==> src/rtl/mslice_pkg.sv <==
package mslice_pkg;
  localparam int unsigned OP_W = 18;
  typedef enum logic {BSRC_PORT = 1'b0, BSRC_CHAIN = 1'b1} bsrc_e;
endpackage

==> src/rtl/mslice_stage.sv <==
module mslice_stage #(
  parameter int unsigned W   = 18,
  parameter bit          USE = 1'b1
) (
  input  logic         clk_i,
  input  logic         rst_ni,
  input  logic         clr_i,
  input  logic         en_i,
  input  logic [W-1:0] d_i,
  output logic [W-1:0] q_o
);
  if (USE) begin : g_reg
    logic [W-1:0] q_q;
    always_ff @(posedge clk_i or negedge rst_ni) begin
      if (!rst_ni)    q_q <= '0;
      else if (clr_i) q_q <= '0;
      else if (en_i)  q_q <= d_i;
    end
    assign q_o = q_q;


    clr_zero_chk: assert property (@(posedge clk_i) disable iff (!rst_ni)
      clr_i |=> q_o == '0);

    hold_chk: assert property (@(posedge clk_i) disable iff (!rst_ni)
      (!clr_i && !en_i) |=> $stable(q_o));

    load_chk: assert property (@(posedge clk_i) disable iff (!rst_ni)
      (!clr_i && en_i) |=> q_o == $past(d_i));
  end else begin : g_wire
    logic unused_ctl;
    assign unused_ctl = ^{clk_i, rst_ni, clr_i, en_i};
    assign q_o = d_i;
  end
endmodule

==> src/rtl/mslice_bpath.sv <==
module mslice_bpath
  import mslice_pkg::*;
#(
  parameter int unsigned W     = OP_W,
  parameter bsrc_e       B_SRC = BSRC_PORT,
  parameter bit          B_REG = 1'b1
) (
  input  logic         clk_i,
  input  logic         rst_ni,
  input  logic         clr_i,
  input  logic         en_i,
  input  logic [W-1:0] port_i,
  input  logic [W-1:0] chain_i,
  output logic [W-1:0] b_o
);
  logic [W-1:0] sel;

  if (B_SRC == BSRC_CHAIN) begin : g_chain
    logic unused_port;
    assign unused_port = ^port_i;
    assign sel = chain_i;
  end else begin : g_port
    logic unused_chain;
    assign unused_chain = ^chain_i;
    assign sel = port_i;
  end

  mslice_stage #(.W(W), .USE(B_REG)) i_breg (
    .clk_i, .rst_ni, .clr_i, .en_i, .d_i(sel), .q_o(b_o)
  );
endmodule

==> src/rtl/mslice_mul.sv <==
module mslice_mul #(
  parameter int unsigned AW = 18,
  parameter int unsigned BW = 18,
  localparam int unsigned PW = AW + BW
) (
  input  logic [AW-1:0] a_i,
  input  logic [BW-1:0] b_i,
  output logic [PW-1:0] p_o
);
  logic signed [PW-1:0] prod;
  assign prod = $signed(a_i) * $signed(b_i);
  assign p_o  = prod;
endmodule

==> src/rtl/mult_slice.sv <==
module mult_slice
  import mslice_pkg::*;
#(
  parameter int unsigned AW    = OP_W,
  parameter int unsigned BW    = OP_W,
  parameter bsrc_e       B_SRC = BSRC_PORT,
  parameter bit          A_REG = 1'b1,
  parameter bit          B_REG = 1'b1,
  parameter bit          P_REG = 1'b1,
  localparam int unsigned PW   = AW + BW
) (
  input  logic          clk_i,
  input  logic          rst_ni,
  input  logic [AW-1:0] a_i,
  input  logic [BW-1:0] b_i,
  input  logic [BW-1:0] bcas_i,
  input  logic          en_a_i,
  input  logic          en_b_i,
  input  logic          en_p_i,
  input  logic          clr_a_i,
  input  logic          clr_b_i,
  input  logic          clr_p_i,
  output logic [BW-1:0] bcas_o,
  output logic [PW-1:0] p_o
);
  logic [AW-1:0] a_q;
  logic [BW-1:0] b_q;
  logic [PW-1:0] prod;

  mslice_stage #(.W(AW), .USE(A_REG)) i_areg (
    .clk_i, .rst_ni, .clr_i(clr_a_i), .en_i(en_a_i), .d_i(a_i), .q_o(a_q)
  );

  mslice_bpath #(.W(BW), .B_SRC(B_SRC), .B_REG(B_REG)) i_bpath (
    .clk_i, .rst_ni, .clr_i(clr_b_i), .en_i(en_b_i),
    .port_i(b_i), .chain_i(bcas_i), .b_o(b_q)
  );

  mslice_mul #(.AW(AW), .BW(BW)) i_mul (.a_i(a_q), .b_i(b_q), .p_o(prod));

  mslice_stage #(.W(PW), .USE(P_REG)) i_preg (
    .clk_i, .rst_ni, .clr_i(clr_p_i), .en_i(en_p_i), .d_i(prod), .q_o(p_o)
  );

  assign bcas_o = b_q;

  if (!B_REG && B_SRC == BSRC_PORT) begin : g_pass_chk

    bcas_pass_chk: assert property (@(posedge clk_i) disable iff (!rst_ni)
      bcas_o == b_i);
  end
endmodule

==> config.mk <==
export PLATFORM = sky130hd
export DESIGN_NAME = mult_slice
export DESIGN_NICKNAME = d
export VERILOG_FILES = /design/src/rtl/mslice_pkg.sv /design/src/rtl/mslice_stage.sv /design/src/rtl/mslice_bpath.sv /design/src/rtl/mslice_mul.sv /design/src/rtl/mult_slice.sv
export SDC_FILE = /design/constraint.sdc
export NUM_CORES = 1
export LEC_CHECK = 0
export BUFFER_PORTS_ARGS = -buffer_cell sky130_fd_sc_hd__buf_2
export CAP_MARGIN = 20
export CORE_ASPECT_RATIO = 0.6
export CORE_MARGIN = 5
export CORE_UTILIZATION = 45
export CTS_CLUSTER_DIAMETER = 150
export DETAILED_ROUTE_END_ITERATION = 16
export PLACE_DENSITY = 0.66
export SYNTH_ARGS = -nofsm -noshare
export SYNTH_HDL_FRONTEND = slang
export SYNTH_HIERARCHICAL = 1
export SYNTH_SLANG_ARGS = --single-unit
==> constraint.sdc <==
create_clock -name clk_i -period 9.05 [get_ports clk_i]
set_input_delay 0.905 -clock clk_i [delete_from_list [all_inputs] [get_ports clk_i]]
set_output_delay 0.905 -clock clk_i [all_outputs]
set_load 0.02 [all_outputs]
==> results.yml, run 1 <==
logic_synthesis:
  synth-edff-count: 0
  syn_inst: 1571
  async_reset_ff_frac: 1.00
  syn_area_sq_mm: 0.0151
  syn_nets: 2055
  syn_avg_cell_area_sq_um: 9.62
  ys.warnings.count: 6
  synth_ff_type: "dfrtp_1"
  synth_top_area_share: 0.436
  synth_seq_area_share: 0.119
  ys_ff_latch: 72
  yosys-top-cells-area: "fa_1, dfrtp_1, inv_1, ha_1, and2_1"
  synthDistinctLibCells: 53
  synth.largest_area_cell: "fa_1"
global_routing:
  grtUsageMet1: 0.330
  grt_usage: 0.214
  use_met2: 0.302
  grt_most_used_layer: "met1"
  grt_pass1_vias: 11400
  grt-ovfl-total: 0
  use_met3: 0.0625
  grt_max_degree: 73
  antenna_found_initial: 1
  grt_pass1_wl_um: 63200
placement:
  dp_hpwl_um: 30800
  port_buffers: 97
  dp_cells: 2072
  gp_congestion: 0.890
clocking:
  cts_setup_buffers: 0
  h-tree-depth: 3
  cts_buffers: 9
  cts_num_sinks: 72
  clockBufferDepth: 2
  cts_hold_buf: 0
  cts.clk_slew.worst_paths_ps: 60
  cts-root-buf: "clkbuf_16"
  cts_tree: "done"
  ctsResizeCount: 0
  clkLatencyLatePin_ps: 350
timing:
  period_minus_slack_ps: 7270
  setup_viol: 0
  finClkSkew_ps: 9.45
  rsz0062_at_grt: "no"
  fmaxAchievable_mhz: 138
  hold_viol: 0
  fin_tns_setup_ps: 0
  slew_headroom: 0.309
  min_period_over_period: 0.804
  worst_pin_slew_ps: 1040
  slew_violations: 0
floorplanning:
  die_area_sq_mm: 0.0375
  rows: 52
  core_sq_mm: 0.0334
  fp.dieH_um: 152
  ios: 116
  die_w_um: 247
  start_util: 0.452
power:
  p_per_area_mw_per_mm2: 111
  p_leak_uw: 0.00864
  p_total_uw: 1790
  peakVddDrop_mv: 0.142
cells_and_area:
  final_layout_size_suffix_gt1_frac: 0.0823
  final_nets: 2109
  area_delta_synth_final_pct: 7.03
  final_common_cell: "inv_1"
  n_fill_cell: 3139
  layout.cells.non_filler: 2089
  layout.area.seq_sq_mm: 0.00180
  final_cell_mix: "inv_1, fa_1, and2_1, nand2_1, buf_2"
  multi_input_area_sq_mm: 0.0115
drt:
  wirelength_um: 38500
  via_count: 10600
  vias_per_cell: 5.08
  dr.pass1.iters: 5
  drtAntennaViolNets: 0
  post_drt_wl_per_cell_um: 18.4
  drcViolationCount: 0
  drt_iter0_drc: 614
critical_path:
  cp-end-kind: "register"
  critical_path_class: "register to register"
  critical_path.max_fanout: 20
  startpoint_type: "register"
  crit_arrival_ps: 7490
  crit_required_ps: 9260
flow_run:
  cap_viol_max_count: 0
worst_hold_path:
  hold_path_class: "register to register"
status:
  outcome: "completed"
cells in the mapped netlist, types with 3 or more instances:
master / count
inv_1: 373
fa_1: 329
and2_1: 161
nand2_1: 161
ha_1: 93
nor2_1: 88
mux2i_1: 73
dfrtp_1: 72
clkbuf_1: 44
xnor2_1: 28
a21oi_1: 22
nor2b_1: 16
o21ai_0: 10
nand3_1: 8
nor3_1: 8
buf_6: 7
buf_2: 6
nand2b_1: 6
a21oi_2: 5
buf_12: 5
xor2_1: 5
a21o_1: 4
o21bai_1: 4
a211oi_1: 3
o2111ai_1: 3
o211ai_1: 3
o21ai_1: 3
worst paths after layout:
kind | from | end | slack [ps] | cells after the start
worst min-delay path | i_preg/q_o[35] | i_preg/q_o[35] | 510 | 2
worst min register to register | i_preg/q_o[35] | i_preg/q_o[35] | 510 | 2
worst max register to register | i_bpath/i_breg/q_o[0] | i_preg/q_o[35] | 1780 | 25
worst max-delay path | i_bpath/i_breg/q_o[0] | i_preg/q_o[35] | 1780 | 25
max in group asynchronous | rst_ni | i_areg/q_o[17] | 7760 | 1
min in group asynchronous | rst_ni | i_preg/q_o[9] | 690 | 1
critical path, stage by stage, from the launching register on:
cell	delay (ps)
dfrtp_1	800
nand2_1	250
inv_1	170
fa_1	460
inv_1	220
fa_1	470
inv_1	130
ha_1	440
inv_1	250
fa_1	560
inv_1	60
fa_1	550
inv_1	50
fa_1	470
inv_1	40
ha_1	400
a21oi_2	180
o211a_1	200
o21bai_1	70
a221o_1	330
o41ai_2	350
o2111ai_1	180
a21oi_1	200
xnor2_1	100
mux2i_1	140
nor2_1	50
logic make-up after synthesis:
kind of cell | synth area share
mux | 0.0491
flops | 0.119
fa+ha+maj | 0.513
xor+xnor | 0.0191
compound gates | 0.0339
buf+inv | 0.118
simple gates | 0.148
flip-flops by register name, summed over array words and instances, names as in the netlist:
name	flops
i_areg/q_o	18
i_preg/q_o	36
i_bpath/i_breg/q_o	18
area by class of cell:
cell class | count | area share
Antenna cell | 1 | 0.000155
Clock buffer | 9 | 0.0139
Clock inverter | 6 | 0.00433
Inverter | 373 | 0.0865
Multi-Input combinational cell | 1062 | 0.713
Sequential cell | 72 | 0.111
Tap cell | 459 | 0.0355
Timing Repair Buffer | 107 | 0.0356
per-stage QoR:
stage | hold WS, ps | util | area (sq um) | setup slack [ps]
2_1_floorplan | 484 | - | 15100 | 2530
3_3_place_gp | 500 | 0.474 | 15900 | 1910
3_5_place_dp | 506 | 0.474 | 15900 | 1860
4_1_cts | 523 | 0.483 | 16200 | 1810
5_1_grt | 540 | 0.484 | 16200 | 1320
6_report | 514 | 0.484 | 16200 | 1780
where the power goes:
part	internal (uW)	leakage, uW	switching (uW)
sequential	363	0.000965	75.3
clock	214	0.000139	156
combinational	399	0.00753	586
total	976	0.00864	817
layer usage:
metal | routed length [um] | vias to the layer above
met3 | 3700 | 56
met2 | 15900 | 436
met4 | 717 | 2
met5 | 12 | -
met1 | 18100 | 5403
li1 | - | 4714
(Power assumes the default switching activity.)
==> run 2: changes to the inputs <==
PLACE_DENSITY = 0.68   (was 0.66)
clock period = 6.65 ns   (was 9.05 ns; I/O delays follow)
==> run 2 against run 1 <==
  * Register-to-register slack got worse by 1600 ps
  * Utilization is 2.3 points higher
  * Sequential share of layout area down 0.37 points
  * Critical path type unchanged
  * Largest cell class unchanged
  * Largest power group unchanged
==> results.yml, run 2 (synthesis gave the netlist of run 1 again) <==
flow_run:
  cap_viol_max_count: 0
placement:
  gp_congestion: 0.918
  port_buffers: 97
  dp_hpwl_um: 33400
  dp_slack_ps: 1.67
clocking:
  cts_buffers: 9
  cts-root-buf: "clkbuf_16"
  cts_tree: "done"
  h-tree-depth: 3
  clockBufferDepth: 2
  cts.clk_slew.worst_paths_ps: 70
  clkLatencyLatePin_ps: 350
  cts_num_sinks: 72
floorplanning:
  fp.dieH_um: 152
  core_sq_mm: 0.0334
  start_util: 0.452
  rows: 52
  die_area_sq_mm: 0.0375
  ios: 116
  die_w_um: 247
drt:
  dr.pass1.iters: 5
  vias_per_cell: 4.97
  highest_layer: "met5"
  wirelength_um: 39500
  m1WireLength_um: 19000
  drt_iter0_drc: 719
  wl_met3_um: 4570
  via_count: 10800
  wl_met2_um: 15500
  post_drt_wl_per_cell_um: 18.2
  drcViolationCount: 0
  drtAntennaViolNets: 0
cells_and_area:
  multi_input_area_sq_mm: 0.0116
  final_layout_size_suffix_gt1_frac: 0.145
  largest_register_ffs: 36
  n_fill_cell: 3068
  layout.area.seq_sq_mm: 0.00182
  final_cell_mix: "inv_1, fa_1, and2_1, nand2_1, buf_2"
  final_common_cell: "inv_1"
  final_nets: 2194
  area_delta_synth_final_pct: 12.1
  n_antenna_cell: 0
critical_path:
  critical_path.max_fanout: 8
  crit_required_ps: 6930
  rr_startpoint: "i_bpath/i_breg/q_o[6]"
  cp-end-kind: "register"
  startpoint_type: "register"
  worst-r2r-setup-slack_ps: 200
  critical_path_class: "register to register"
  r2r_end: "i_preg/q_o[26]"
  reg2reg_depth: 23
  crit_arrival_ps: 6730
timing:
  slew_violations: 0
  setup_viol: 0
  slew_headroom: 0.486
  rsz0062_at_grt: "no"
  period_minus_slack_ps: 6450
  hold_viol: 0
  fmaxAchievable_mhz: 155
  finClkSkew_ps: 9.84
  setup_slack_ps: 201
  min_period_over_period: 0.970
  fin_tns_setup_ps: 0
  worst_pin_slew_ps: 770
global_routing:
  grt-ovfl-total: 0
  grt_usage: 0.219
  antenna_found_initial: 1
  grt_pass1_wl_um: 64600
  grt_pass1_vias: 11600
  grt_max_degree: 73
power:
  p_total_uw: 2560
  p_per_area_mw_per_mm2: 151
  p_leak_uw: 0.00907
  peakVddDrop_mv: 0.141
worst_hold_path:
  hold_path_class: "input port to asynchronous set/reset pin"
status:
  outcome: "completed"
-- run 2: report_power, final --
part	switching, uW	internal (uW)	leakage [uW]
combinational	848	633	0.00798
clock	214	293	0.000143
sequential	71.9	496	0.000941
total	1130	1420	0.00907
-- run 2: metrics by stage --
step	area [sq um]	utilization	hold slack [ps]	cells
CTS	16800	0.502	503	2168
finish	16900	0.507	260	2174
floorplan	15100	-	369	1571
detailed placement	16500	0.493	505	2152
global placement	16500	0.493	501	2152
global route	16900	0.507	285	2174
-- run 2: worst max-delay path by stage --
stage / start / endpoint / depth (start not counted)
finish: i_bpath/i_breg/q_o[6] / i_preg/q_o[26] / 23
floorplan: i_bpath/i_breg/q_o[3] / i_preg/q_o[35] / 23
detailed placement: i_areg/q_o[9] / i_preg/q_o[34] / 21
global route: i_bpath/i_breg/q_o[6] / i_preg/q_o[28] / 24
CTS: i_bpath/i_breg/q_o[7] / i_preg/q_o[34] / 22
global placement: i_bpath/i_breg/q_o[12] / i_preg/q_o[35] / 22
-- run 2: what timing repair did --
action,CTS,global route
hold buffers,0,0
setup endpoints to repair,1,13
pin swaps,0,4
cloned,0,0
buffers inserted,0,4
resized for setup,1,31
-- run 2: layer usage --
| metal | vias to the layer above | track usage |
|---|---|---|
| met4 | 2 | 0.0340 |
| li1 | 4885 | - |
| met1 | 5412 | 0.346 |
| met3 | 31 | 0.0822 |
| met2 | 480 | 0.290 |
| met5 | - | 0 |
-- run 2: critical path, cell delays in order, from the launching register on --
cell and delay (ps):
dfrtp_2 460, buf_4 200, and2_1 180, fa_1 530, inv_1 60, fa_1 480
fa_1 510, fa_1 570, inv_1 70, fa_1 480, inv_1 60, fa_1 500
inv_1 50, ha_2 300, a21oi_1 130, o21ai_1 90, a311o_2 460, o21ai_1 150
and2b_2 190, o21ai_2 90, or4b_1 520, nand3_1 100, mux2i_1 70, nor2_1 110
-- run 2: layout make-up --
class                   instances  share of cell area
clock buffers                  10              0.0135
clock inverters                 6             0.00406
inverters                     373              0.0826
multi-input cells            1062               0.684
flip-flops and latches         72               0.108
well taps                     459              0.0339
repair buffers                192              0.0738
